`src/rtl/prot_seq_pkg.sv`:
```
package prot_seq_pkg;

   typedef enum logic [3:0] {
      ST_IDLE,
      ST_SETTLE,
      ST_SETUP,
      ST_PULSE,
      ST_PWAIT,
      ST_VCMD,
      ST_VREAD,
      ST_CHECK,
      ST_RELEASE,
      ST_RESET
   } seq_state_t;

   localparam logic [7:0] CMD_PROTECT    = 8'h60;
   localparam logic [7:0] CMD_VERIFY     = 8'h40;
   localparam logic [7:0] CMD_READ_RESET = 8'hF0;
   localparam logic [7:0] VERIFY_LOCKED  = 8'h01;

   // low address pattern that selects the protection path (bit1 high)
   localparam int unsigned CTRL_PATTERN = 32'h0000_0002;

   function automatic longint unsigned ns_to_cycles(input longint unsigned hz,
                                                    input longint unsigned ns);
      return (hz * ns + 64'd999_999_999) / 64'd1_000_000_000;
   endfunction

   function automatic longint unsigned max3(input longint unsigned a,
                                            input longint unsigned b,
                                            input longint unsigned c);
      longint unsigned m;
      m = (a > b) ? a : b;
      return (m > c) ? m : c;
   endfunction

endpackage

```
`src/rtl/prot_seq_timer.sv`:
```
module prot_seq_timer #(
   parameter int CNT_W = 8
) (
   input  logic             clk,
   input  logic             rst_n,
   input  logic             load,
   input  logic [CNT_W-1:0] load_val,
   output logic             expired
);

   logic [CNT_W-1:0] cnt_q;

   always_ff @(posedge clk or negedge rst_n) begin
      if (!rst_n) begin
         cnt_q <= '0;
      end else if (load) begin
         cnt_q <= load_val;
      end else if (cnt_q != '0) begin
         cnt_q <= cnt_q - CNT_W'(1);
      end
   end

   assign expired = (cnt_q == '0);

endmodule

```
`src/rtl/prot_seq_sector_sel.sv`:
```
module prot_seq_sector_sel #(
   parameter int NUM_SECT = 4,
   parameter int SECT_W   = 7,
   parameter int CNT_W    = $clog2(NUM_SECT + 1)
) (
   input  logic                       clk,
   input  logic                       rst_n,
   input  logic [NUM_SECT*SECT_W-1:0] sect_list,
   input  logic [CNT_W-1:0]           sect_cnt,
   input  logic                       rewind,
   input  logic                       advance,
   output logic [SECT_W-1:0]          cur_sect,
   output logic                       is_last
);

   localparam int IDX_W = (NUM_SECT > 1) ? $clog2(NUM_SECT) : 1;
   localparam int CMP_W = ((CNT_W > IDX_W) ? CNT_W : IDX_W) + 1;

   logic [SECT_W-1:0] entry [NUM_SECT];

   for (genvar g = 0; g < NUM_SECT; g++) begin : g_unpack
      assign entry[g] = sect_list[g*SECT_W +: SECT_W];
   end

   if (NUM_SECT == 1) begin : g_single
      assign cur_sect = entry[0];
      assign is_last  = 1'b1;
   end else begin : g_multi
      logic [IDX_W-1:0] idx_q;
      logic [CMP_W-1:0] nxt;

      always_ff @(posedge clk or negedge rst_n) begin
         if (!rst_n) begin
            idx_q <= '0;
         end else if (rewind) begin
            idx_q <= '0;
         end else if (advance && !is_last) begin
            idx_q <= idx_q + IDX_W'(1);
         end
      end

      assign nxt      = CMP_W'(idx_q) + CMP_W'(1);
      assign is_last  = (nxt >= CMP_W'(sect_cnt)) || (nxt >= CMP_W'(NUM_SECT));
      assign cur_sect = entry[idx_q];
   end

endmodule

```
`src/rtl/prot_seq_bus_cmd.sv`:
```
module prot_seq_bus_cmd #(
   parameter int ADDR_W = 19,
   parameter int DATA_W = 16
) (
   input  logic              clk,
   input  logic              rst_n,
   input  logic              issue,
   input  logic              cmd_we,
   input  logic [ADDR_W-1:0] cmd_addr,
   input  logic [DATA_W-1:0] cmd_data,
   output logic              cmd_done,
   output logic [DATA_W-1:0] rdata_q,
   output logic              bus_req,
   output logic              bus_we,
   output logic [ADDR_W-1:0] bus_addr,
   output logic [DATA_W-1:0] bus_wdata,
   input  logic              bus_ack,
   input  logic [DATA_W-1:0] bus_rdata
);

   always_ff @(posedge clk or negedge rst_n) begin
      if (!rst_n) begin
         bus_req   <= 1'b0;
         bus_we    <= 1'b0;
         bus_addr  <= '0;
         bus_wdata <= '0;
         rdata_q   <= '0;
      end else if (bus_req && bus_ack) begin
         bus_req <= 1'b0;
         rdata_q <= bus_rdata;
      end else if (issue && !bus_req) begin
         bus_req   <= 1'b1;
         bus_we    <= cmd_we;
         bus_addr  <= cmd_addr;
         bus_wdata <= cmd_data;
      end
   end

   assign cmd_done = bus_req && bus_ack;

   // request fields frozen until acknowledged
   p_req_stable_r12 : assert property (@(posedge clk) disable iff (!rst_n)
      (bus_req && !bus_ack) |=> (bus_req && $stable(bus_addr) &&
                                 $stable(bus_wdata) && $stable(bus_we)));

endmodule

```
`src/rtl/prot_pulse_seq.sv`:
```
module prot_pulse_seq
   import prot_seq_pkg::*;
#(
   parameter int          NUM_SECT   = 4,
   parameter int          SECT_W     = 7,
   parameter int          ADDR_W     = 19,
   parameter int          DATA_W     = 16,
   parameter int          MAX_PULSES = 25,
   parameter int unsigned CLK_HZ     = 100_000_000,
   parameter int unsigned SETTLE_NS  = 4_000,
   parameter int unsigned PULSE_NS   = 150_000,
   parameter int unsigned RELEASE_NS = 4_000,
   localparam int         CNT_W      = $clog2(NUM_SECT + 1)
) (
   input  logic                       clk,
   input  logic                       rst_n,
   input  logic                       start,
   input  logic [NUM_SECT*SECT_W-1:0] sect_list,
   input  logic [CNT_W-1:0]           sect_cnt,
   output logic                       hv_req,
   output logic                       bus_req,
   output logic                       bus_we,
   output logic [ADDR_W-1:0]          bus_addr,
   output logic [DATA_W-1:0]          bus_wdata,
   input  logic                       bus_ack,
   input  logic [DATA_W-1:0]          bus_rdata,
   output logic                       busy,
   output logic                       done,
   output logic                       fail
);

   localparam longint unsigned SETTLE_CYC  = ns_to_cycles(CLK_HZ, SETTLE_NS);
   localparam longint unsigned PULSE_CYC   = ns_to_cycles(CLK_HZ, PULSE_NS);
   localparam longint unsigned RELEASE_CYC = ns_to_cycles(CLK_HZ, RELEASE_NS);
   localparam longint unsigned MAX_CYC     = max3(SETTLE_CYC, PULSE_CYC, RELEASE_CYC);
   localparam int              TMR_W       = $clog2(MAX_CYC + 1);
   localparam int              PC_W        = $clog2(MAX_PULSES + 1);

   // elaboration-time parameter checks
   if (NUM_SECT < 1)                 begin : g_bad_nsect  $error("NUM_SECT must be at least 1"); end
   if (MAX_PULSES < 1)               begin : g_bad_pulses $error("MAX_PULSES must be at least 1"); end
   if (SECT_W + 7 > ADDR_W)          begin : g_bad_addr   $error("sector field overlaps control bits"); end
   if (DATA_W < 8)                   begin : g_bad_data   $error("DATA_W must hold a command byte"); end
   if (SETTLE_NS == 0 || PULSE_NS == 0 || RELEASE_NS == 0) begin : g_bad_wait
      $error("wait durations must be nonzero");
   end

   seq_state_t         state_q;
   logic               pend_q;
   logic               hv_q;
   logic               done_q;
   logic               fail_q;
   logic               fail_flag_q;
   logic [PC_W-1:0]    pcnt_q;

   logic               tmr_load;
   logic [TMR_W-1:0]   tmr_val;
   logic               tmr_expired;

   logic               sel_rewind;
   logic               sel_advance;
   logic [SECT_W-1:0]  cur_sect;
   logic               is_last;

   logic               is_cmd_state;
   logic               issue;
   logic               cmd_we;
   logic [ADDR_W-1:0]  cmd_addr;
   logic [DATA_W-1:0]  cmd_data;
   logic               cmd_done;
   logic [DATA_W-1:0]  rdata_q;
   logic [ADDR_W-1:0]  prot_addr;

   logic               accept_start;
   logic               verify_ok;
   logic               retry_left;

   assign accept_start = (state_q == ST_IDLE) && start;
   assign verify_ok    = (rdata_q == DATA_W'(VERIFY_LOCKED));
   assign retry_left   = (pcnt_q != PC_W'(MAX_PULSES));

   assign prot_addr = {cur_sect, {(ADDR_W-SECT_W){1'b0}}} | ADDR_W'(CTRL_PATTERN);

   // ---------------------------------------------------------------- timer
   always_comb begin
      tmr_load = 1'b0;
      tmr_val  = '0;
      if (accept_start) begin
         tmr_load = 1'b1;
         tmr_val  = TMR_W'(SETTLE_CYC);
      end else if (state_q == ST_PULSE && cmd_done) begin
         tmr_load = 1'b1;
         tmr_val  = TMR_W'(PULSE_CYC);
      end else if (state_q == ST_CHECK &&
                   ((verify_ok && is_last) || (!verify_ok && !retry_left))) begin
         tmr_load = 1'b1;
         tmr_val  = TMR_W'(RELEASE_CYC);
      end
   end

   prot_seq_timer #(.CNT_W(TMR_W)) u_timer (
      .clk      (clk),
      .rst_n    (rst_n),
      .load     (tmr_load),
      .load_val (tmr_val),
      .expired  (tmr_expired)
   );

   // ------------------------------------------------------- sector walker
   assign sel_rewind  = accept_start;
   assign sel_advance = (state_q == ST_CHECK) && verify_ok && !is_last;

   prot_seq_sector_sel #(
      .NUM_SECT (NUM_SECT),
      .SECT_W   (SECT_W),
      .CNT_W    (CNT_W)
   ) u_sel (
      .clk       (clk),
      .rst_n     (rst_n),
      .sect_list (sect_list),
      .sect_cnt  (sect_cnt),
      .rewind    (sel_rewind),
      .advance   (sel_advance),
      .cur_sect  (cur_sect),
      .is_last   (is_last)
   );

   // ---------------------------------------------------- command selection
   always_comb begin
      is_cmd_state = 1'b1;
      cmd_we       = 1'b1;
      cmd_addr     = '0;
      cmd_data     = '0;
      unique case (state_q)
         ST_SETUP: begin
            cmd_data = DATA_W'(CMD_PROTECT);
         end
         ST_PULSE: begin
            cmd_addr = prot_addr;
            cmd_data = DATA_W'(CMD_PROTECT);
         end
         ST_VCMD: begin
            cmd_addr = prot_addr;
            cmd_data = DATA_W'(CMD_VERIFY);
         end
         ST_VREAD: begin
            cmd_we   = 1'b0;
            cmd_addr = prot_addr;
         end
         ST_RESET: begin
            cmd_data = DATA_W'(CMD_READ_RESET);
         end
         default: begin
            is_cmd_state = 1'b0;
         end
      endcase
   end

   assign issue = is_cmd_state && !pend_q;

   prot_seq_bus_cmd #(
      .ADDR_W (ADDR_W),
      .DATA_W (DATA_W)
   ) u_bus (
      .clk       (clk),
      .rst_n     (rst_n),
      .issue     (issue),
      .cmd_we    (cmd_we),
      .cmd_addr  (cmd_addr),
      .cmd_data  (cmd_data),
      .cmd_done  (cmd_done),
      .rdata_q   (rdata_q),
      .bus_req   (bus_req),
      .bus_we    (bus_we),
      .bus_addr  (bus_addr),
      .bus_wdata (bus_wdata),
      .bus_ack   (bus_ack),
      .bus_rdata (bus_rdata)
   );

   // -------------------------------------------------------- sequence FSM
   always_ff @(posedge clk or negedge rst_n) begin
      if (!rst_n) begin
         state_q     <= ST_IDLE;
         pend_q      <= 1'b0;
         hv_q        <= 1'b0;
         done_q      <= 1'b0;
         fail_q      <= 1'b0;
         fail_flag_q <= 1'b0;
         pcnt_q      <= '0;
      end else begin
         if (issue) begin
            pend_q <= 1'b1;
         end else if (cmd_done) begin
            pend_q <= 1'b0;
         end

         unique case (state_q)
            ST_IDLE: begin
               if (start) begin
                  state_q     <= ST_SETTLE;
                  hv_q        <= 1'b1;
                  done_q      <= 1'b0;
                  fail_q      <= 1'b0;
                  fail_flag_q <= 1'b0;
               end
            end
            ST_SETTLE: begin
               if (tmr_expired) state_q <= ST_SETUP;
            end
            ST_SETUP: begin
               if (cmd_done) begin
                  state_q <= ST_PULSE;
                  pcnt_q  <= PC_W'(1);
               end
            end
            ST_PULSE: begin
               if (cmd_done) state_q <= ST_PWAIT;
            end
            ST_PWAIT: begin
               if (tmr_expired) state_q <= ST_VCMD;
            end
            ST_VCMD: begin
               if (cmd_done) state_q <= ST_VREAD;
            end
            ST_VREAD: begin
               if (cmd_done) state_q <= ST_CHECK;
            end
            ST_CHECK: begin
               if (verify_ok) begin
                  if (is_last) begin
                     state_q <= ST_RELEASE;
                     hv_q    <= 1'b0;
                  end else begin
                     state_q <= ST_PULSE;
                     pcnt_q  <= PC_W'(1);
                  end
               end else if (retry_left) begin
                  state_q <= ST_PULSE;
                  pcnt_q  <= pcnt_q + PC_W'(1);
               end else begin
                  state_q     <= ST_RELEASE;
                  hv_q        <= 1'b0;
                  fail_flag_q <= 1'b1;
               end
            end
            ST_RELEASE: begin
               if (tmr_expired) state_q <= ST_RESET;
            end
            ST_RESET: begin
               if (cmd_done) begin
                  state_q <= ST_IDLE;
                  done_q  <= 1'b1;
                  fail_q  <= fail_flag_q;
               end
            end
            default: state_q <= ST_IDLE;
         endcase
      end
   end

   assign hv_req = hv_q;
   assign busy   = (state_q != ST_IDLE);
   assign done   = done_q;
   assign fail   = fail_q;

   // ----------------------------------------------------------- assertions
   // nothing is requested while idle
   p_idle_quiet_r1 : assert property (@(posedge clk) disable iff (!rst_n)
      !busy |-> (!bus_req && !hv_req));

   // the cycle after the high voltage is raised, the bus is still quiet
   p_settle_quiet_r2 : assert property (@(posedge clk) disable iff (!rst_n)
      $rose(hv_req) |=> !bus_req);

   // protect commands are issued only under high voltage
   p_prot_under_hv_r4 : assert property (@(posedge clk) disable iff (!rst_n)
      (bus_req && bus_we && bus_wdata == DATA_W'(CMD_PROTECT)) |-> hv_req);

   // the bus is idle during the pulse wait
   p_pulse_wait_quiet_r5 : assert property (@(posedge clk) disable iff (!rst_n)
      (state_q == ST_PWAIT) |-> !bus_req);

   // the pulse counter stays within its limit
   p_pcnt_bound_r7 : assert property (@(posedge clk) disable iff (!rst_n)
      (state_q == ST_PWAIT) |-> (pcnt_q >= PC_W'(1) && pcnt_q <= PC_W'(MAX_PULSES)));

   // the reset command is never issued under high voltage
   p_reset_hv_off_r8 : assert property (@(posedge clk) disable iff (!rst_n)
      (bus_req && bus_we && bus_wdata == DATA_W'(CMD_READ_RESET)) |-> !hv_req);

   // fail is only reported together with done
   p_fail_with_done_r9 : assert property (@(posedge clk) disable iff (!rst_n)
      fail |-> done);

   // a start while busy never ends the run
   p_busy_start_r10 : assert property (@(posedge clk) disable iff (!rst_n)
      (busy && start && !(state_q == ST_RESET && cmd_done)) |=> busy);

endmodule

```
`config.mk`:
```
export PLATFORM = sky130hd
export DESIGN_NAME = prot_pulse_seq
export DESIGN_NICKNAME = d
export VERILOG_FILES = /design/src/rtl/prot_seq_pkg.sv /design/src/rtl/prot_seq_timer.sv /design/src/rtl/prot_seq_sector_sel.sv /design/src/rtl/prot_seq_bus_cmd.sv /design/src/rtl/prot_pulse_seq.sv
export SDC_FILE = /design/constraint.sdc
export NUM_CORES = 1
export LEC_CHECK = 0
export BUFFER_PORTS_ARGS = -buffer_cell sky130_fd_sc_hd__buf_4
export CAP_MARGIN = 20
export CORE_UTILIZATION = 48
export CTS_CLUSTER_SIZE = 10
export DETAILED_ROUTE_END_ITERATION = 8
export PLACE_DENSITY = 0.77
export RECOVER_POWER = 25
export SYNTH_ARGS = -nofsm -noshare
export SYNTH_HDL_FRONTEND = slang
export SYNTH_SLANG_ARGS = --single-unit
export TNS_END_PERCENT = 20
```
`constraint.sdc`:
```
create_clock -name clk -period 2 [get_ports clk]
set_input_delay 0.2 -clock clk [delete_from_list [all_inputs] [get_ports clk]]
set_output_delay 0.2 -clock clk [all_outputs]
set_load 0.005 [all_outputs]
```
==> run metrics <==
Post-Syn Instances=334; power density cells=1050 nW/um2; Crit Reg-Reg Endpoint=u_sel.g_multi.idx_q[1]; GPL Wtd Cong=0.862; Layout Cell Area excl Fill=4450 um2; site row count=30; Syn-to-layout area delta=32.7%; Root Driver=clkbuf_8; # DRC=0; flop-to-flop setup slack=-0.1 ns; failing checks=setup timing; DRT Wirelength=7.69 mm; Worst Path Required=2.23 ns; syn avg cell area=10.0 um2; Pre-antenna DRT Iters=4; DP Area=4090 um2; Worst-Margin Slew=1.42 ns; # fillers=526; CTS clk-pin slew, worst paths=0.07 ns; post-synthesis sequential area ratio=0.440; synthesized area=3360 um2; Hold Path Origin=bus_ack; RR Startpoint=u_sel.g_multi.idx_q[1]; Yosys reg bits=59; leakage power total=2.04 nW; Rel. slew slack=0.0541; Port Buf Inserts=68; r2r worst-path depth=9; H-tree levels=3; non-filler cells, final=522; synth unique cells=53; Max VDD drop=0.761 mV; crit-path cells=ha_1 -> ha_2 -> a211oi_2 -> o21ai_1 -> buf_4 -> nor3_4 -> buf_6 -> mux2i_2 -> nor2_1; Finish-stage setup viols=9; gr usage total=0.222; Clock Sink Count=59; hpwl dp=5.51 mm; Core Footprint=6760 um2; Power, Total=4.65 mW; num ports=92; worst skew pair latency=0.35 ns; Hold WC Path Type=input pin to flop; Crit. End Element=flop; status=finished with violations; Hold Violations, Final=0; final setup margin=-0.0971 ns; GRT overflow=0; ys async rst share=1.00; NumNets Final=496; top post-synthesis cells by area=dfrtp_1 (44%), mux2_2 (5.7%), buf_4 (5.4%); Worst Hold End=pend_q; via count=2848; area leader, netlist=dfrtp_1; worst hold stages=2; critical path class=flop to flop; CTS tree=yes; fin crit period=2.10 ns; Slew Viols, Final=0; Post-synth EDFFs=0; Setup crit start kind=flop; Max clock buf depth=2; top-area cell type share of the netlist area=0.440; pre-CTS setup slack=-0.159 ns; Max Fanout on Critical Path=2; CP max stage delay=0.39 ns; Crit-path slowest cell=dfrtp_1; Horiz. Die Dim=85.6 um; arrival time worst endpoint=2.32 ns; Synth warnings=0; Main synth FF type=dfrtp_1; Die Y=85.6 um; Initial Utilization=0.497; setup TNS=-0.384 ns; TritonCTS Buffers=9; unrepaired setup endpoints after global routing=true; antenna violations before repair=0; Critical Path Source=u_sel.g_multi.idx_q[1]; routed wire length per instance=14.7 um; max frequency=0.477 GHz; Final period util=1.05; vias in the first global route=2845; Crit path max-delay family=adder cells; WP buf/inv=2; first-pass GRT wire length=12.5 mm; diode count=0; DRT iter0 DRCs=193; post-route ant nets=0; largest net degree at the start of global routing=60; max_cap viols=0; placed insts=501; Final Skew=0.0117 ns; DIE AREA=7330 um2; layout cell share with drive strength beyond 1=0.405; vias per cell=5.46
## logic make-up after synthesis
kind of cell               share of synthesized area
AOI/OAI and AO/OA                              0.116
DFF                                            0.440
xor gates and xnor gates                      0.0287
buffers and inverters                         0.0936
other                                        0.00112
adders and majority gates                     0.0298
muxes                                          0.116
and+or+nand+nor                                0.175
## report_power, final
group          internal, mW  switching, mW  total (mW)
sequential             1.61          0.298        1.90
combinational          1.01          0.782        1.79
clock                 0.453          0.506       0.959
## worst max path at each step
| stage | to | cells after the start |
|---|---|---|
| 2_1_floorplan | u_timer.cnt_q[4] | 5 |
| 3_3_place_gp | u_timer.cnt_q[7] | 6 |
| 3_5_place_dp | u_timer.cnt_q[9] | 7 |
| 4_1_cts | u_timer.cnt_q[7] | 6 |
| 5_1_grt | u_sel.g_multi.idx_q[1] | 9 |
| 6_report | u_sel.g_multi.idx_q[1] | 9 |
## sequential cells by signal, summed over array words and instances, names as in the netlist
register             flops
hv_req                   1
u_timer.cnt_q           14
pcnt_q                   5
done                     1
state_q                  4
u_bus.bus_req            1
u_sel.g_multi.idx_q      2
pend_q                   1
fail_flag_q              1
u_bus.bus_we             1
fail                     1
u_bus.rdata_q           16
u_bus.bus_addr           8
u_bus.bus_wdata          3
## cells in the final DEF, fill, tap and decap left out, types with 3 or more instances in the layout
master,count
or3_1,6
nand3_1,9
a31oi_1,3
nor2b_1,3
o21ai_0,17
clkinvlp_4,3
nand2_1,31
mux2_2,17
a21o_1,4
nor2_1,14
a21oi_1,13
nand2b_1,4
inv_1,18
xnor2_1,7
nor3_1,6
clkbuf_8,9
dfrtp_1,58
xor2_1,3
nor4_1,7
conb_1,23
ha_1,5
buf_6,4
buf_4,102
mux4_2,7
o21ai_1,4
nor3_2,7
## layer usage
metal / vias to the layer above / wire length, um / GRT usage
met5: - / 0 / 0
met4: 0 / 247 / 0.105
met3: 22 / 350 / 0.0568
met2: 87 / 4020 / 0.384
met1: 1378 / 3070 / 0.260
li1: 1361 / - / -
## cells in the mapped netlist (all sizes together) (2+ instances only)
cell type,count
o31ai,4
and3,2
mux2i,4
a211oi,3
dfrtp,59
a21oi,13
a31oi,3
xnor2,8
nand3,9
o22ai,2
or4,3
ha,8
buf,29
mux2,17
inv,19
nor4,10
nand2,31
a21boi,2
and4,2
a211o,2
or3,7
nor2,15
xor2,3
mux4,7
nand2b,4
clkbuf,9
nor2b,3
nor3,14
o21ai,23
a21o,4
nand3b,2
## final cells by class
class                   count  area, um2  share of cell area
multi-input cells         240       1800               0.404
clock buffers               9        124              0.0278
clock inverters             7       53.8              0.0121
inverters                  19       71.3              0.0160
flip-flops and latches     59       1480               0.332
well taps                  80        100              0.0225
repair buffers            108        826               0.185
## what timing repair did
action                                 CTS  global route
endpoints found under the hold margin   59             0
pin swaps                               15            10
gates cloned                             0             0
gates resized for setup                 22            11
setup endpoints to repair               21            31
buffers inserted                         2             2
hold buffers                             1             0
## metrics by stage
| step | util | hold slack, ns |
|---|---|---|
| CTS | 0.651 | 0.0568 |
| floorplan | - | -0.0956 |
| detailed placement | 0.605 | 0.310 |
| global route | 0.659 | 0.0560 |
| finish | 0.659 | 0.0707 |
| global placement | 0.605 | 0.303 |
No activity file was read; power rests on OpenSTA's default activity.
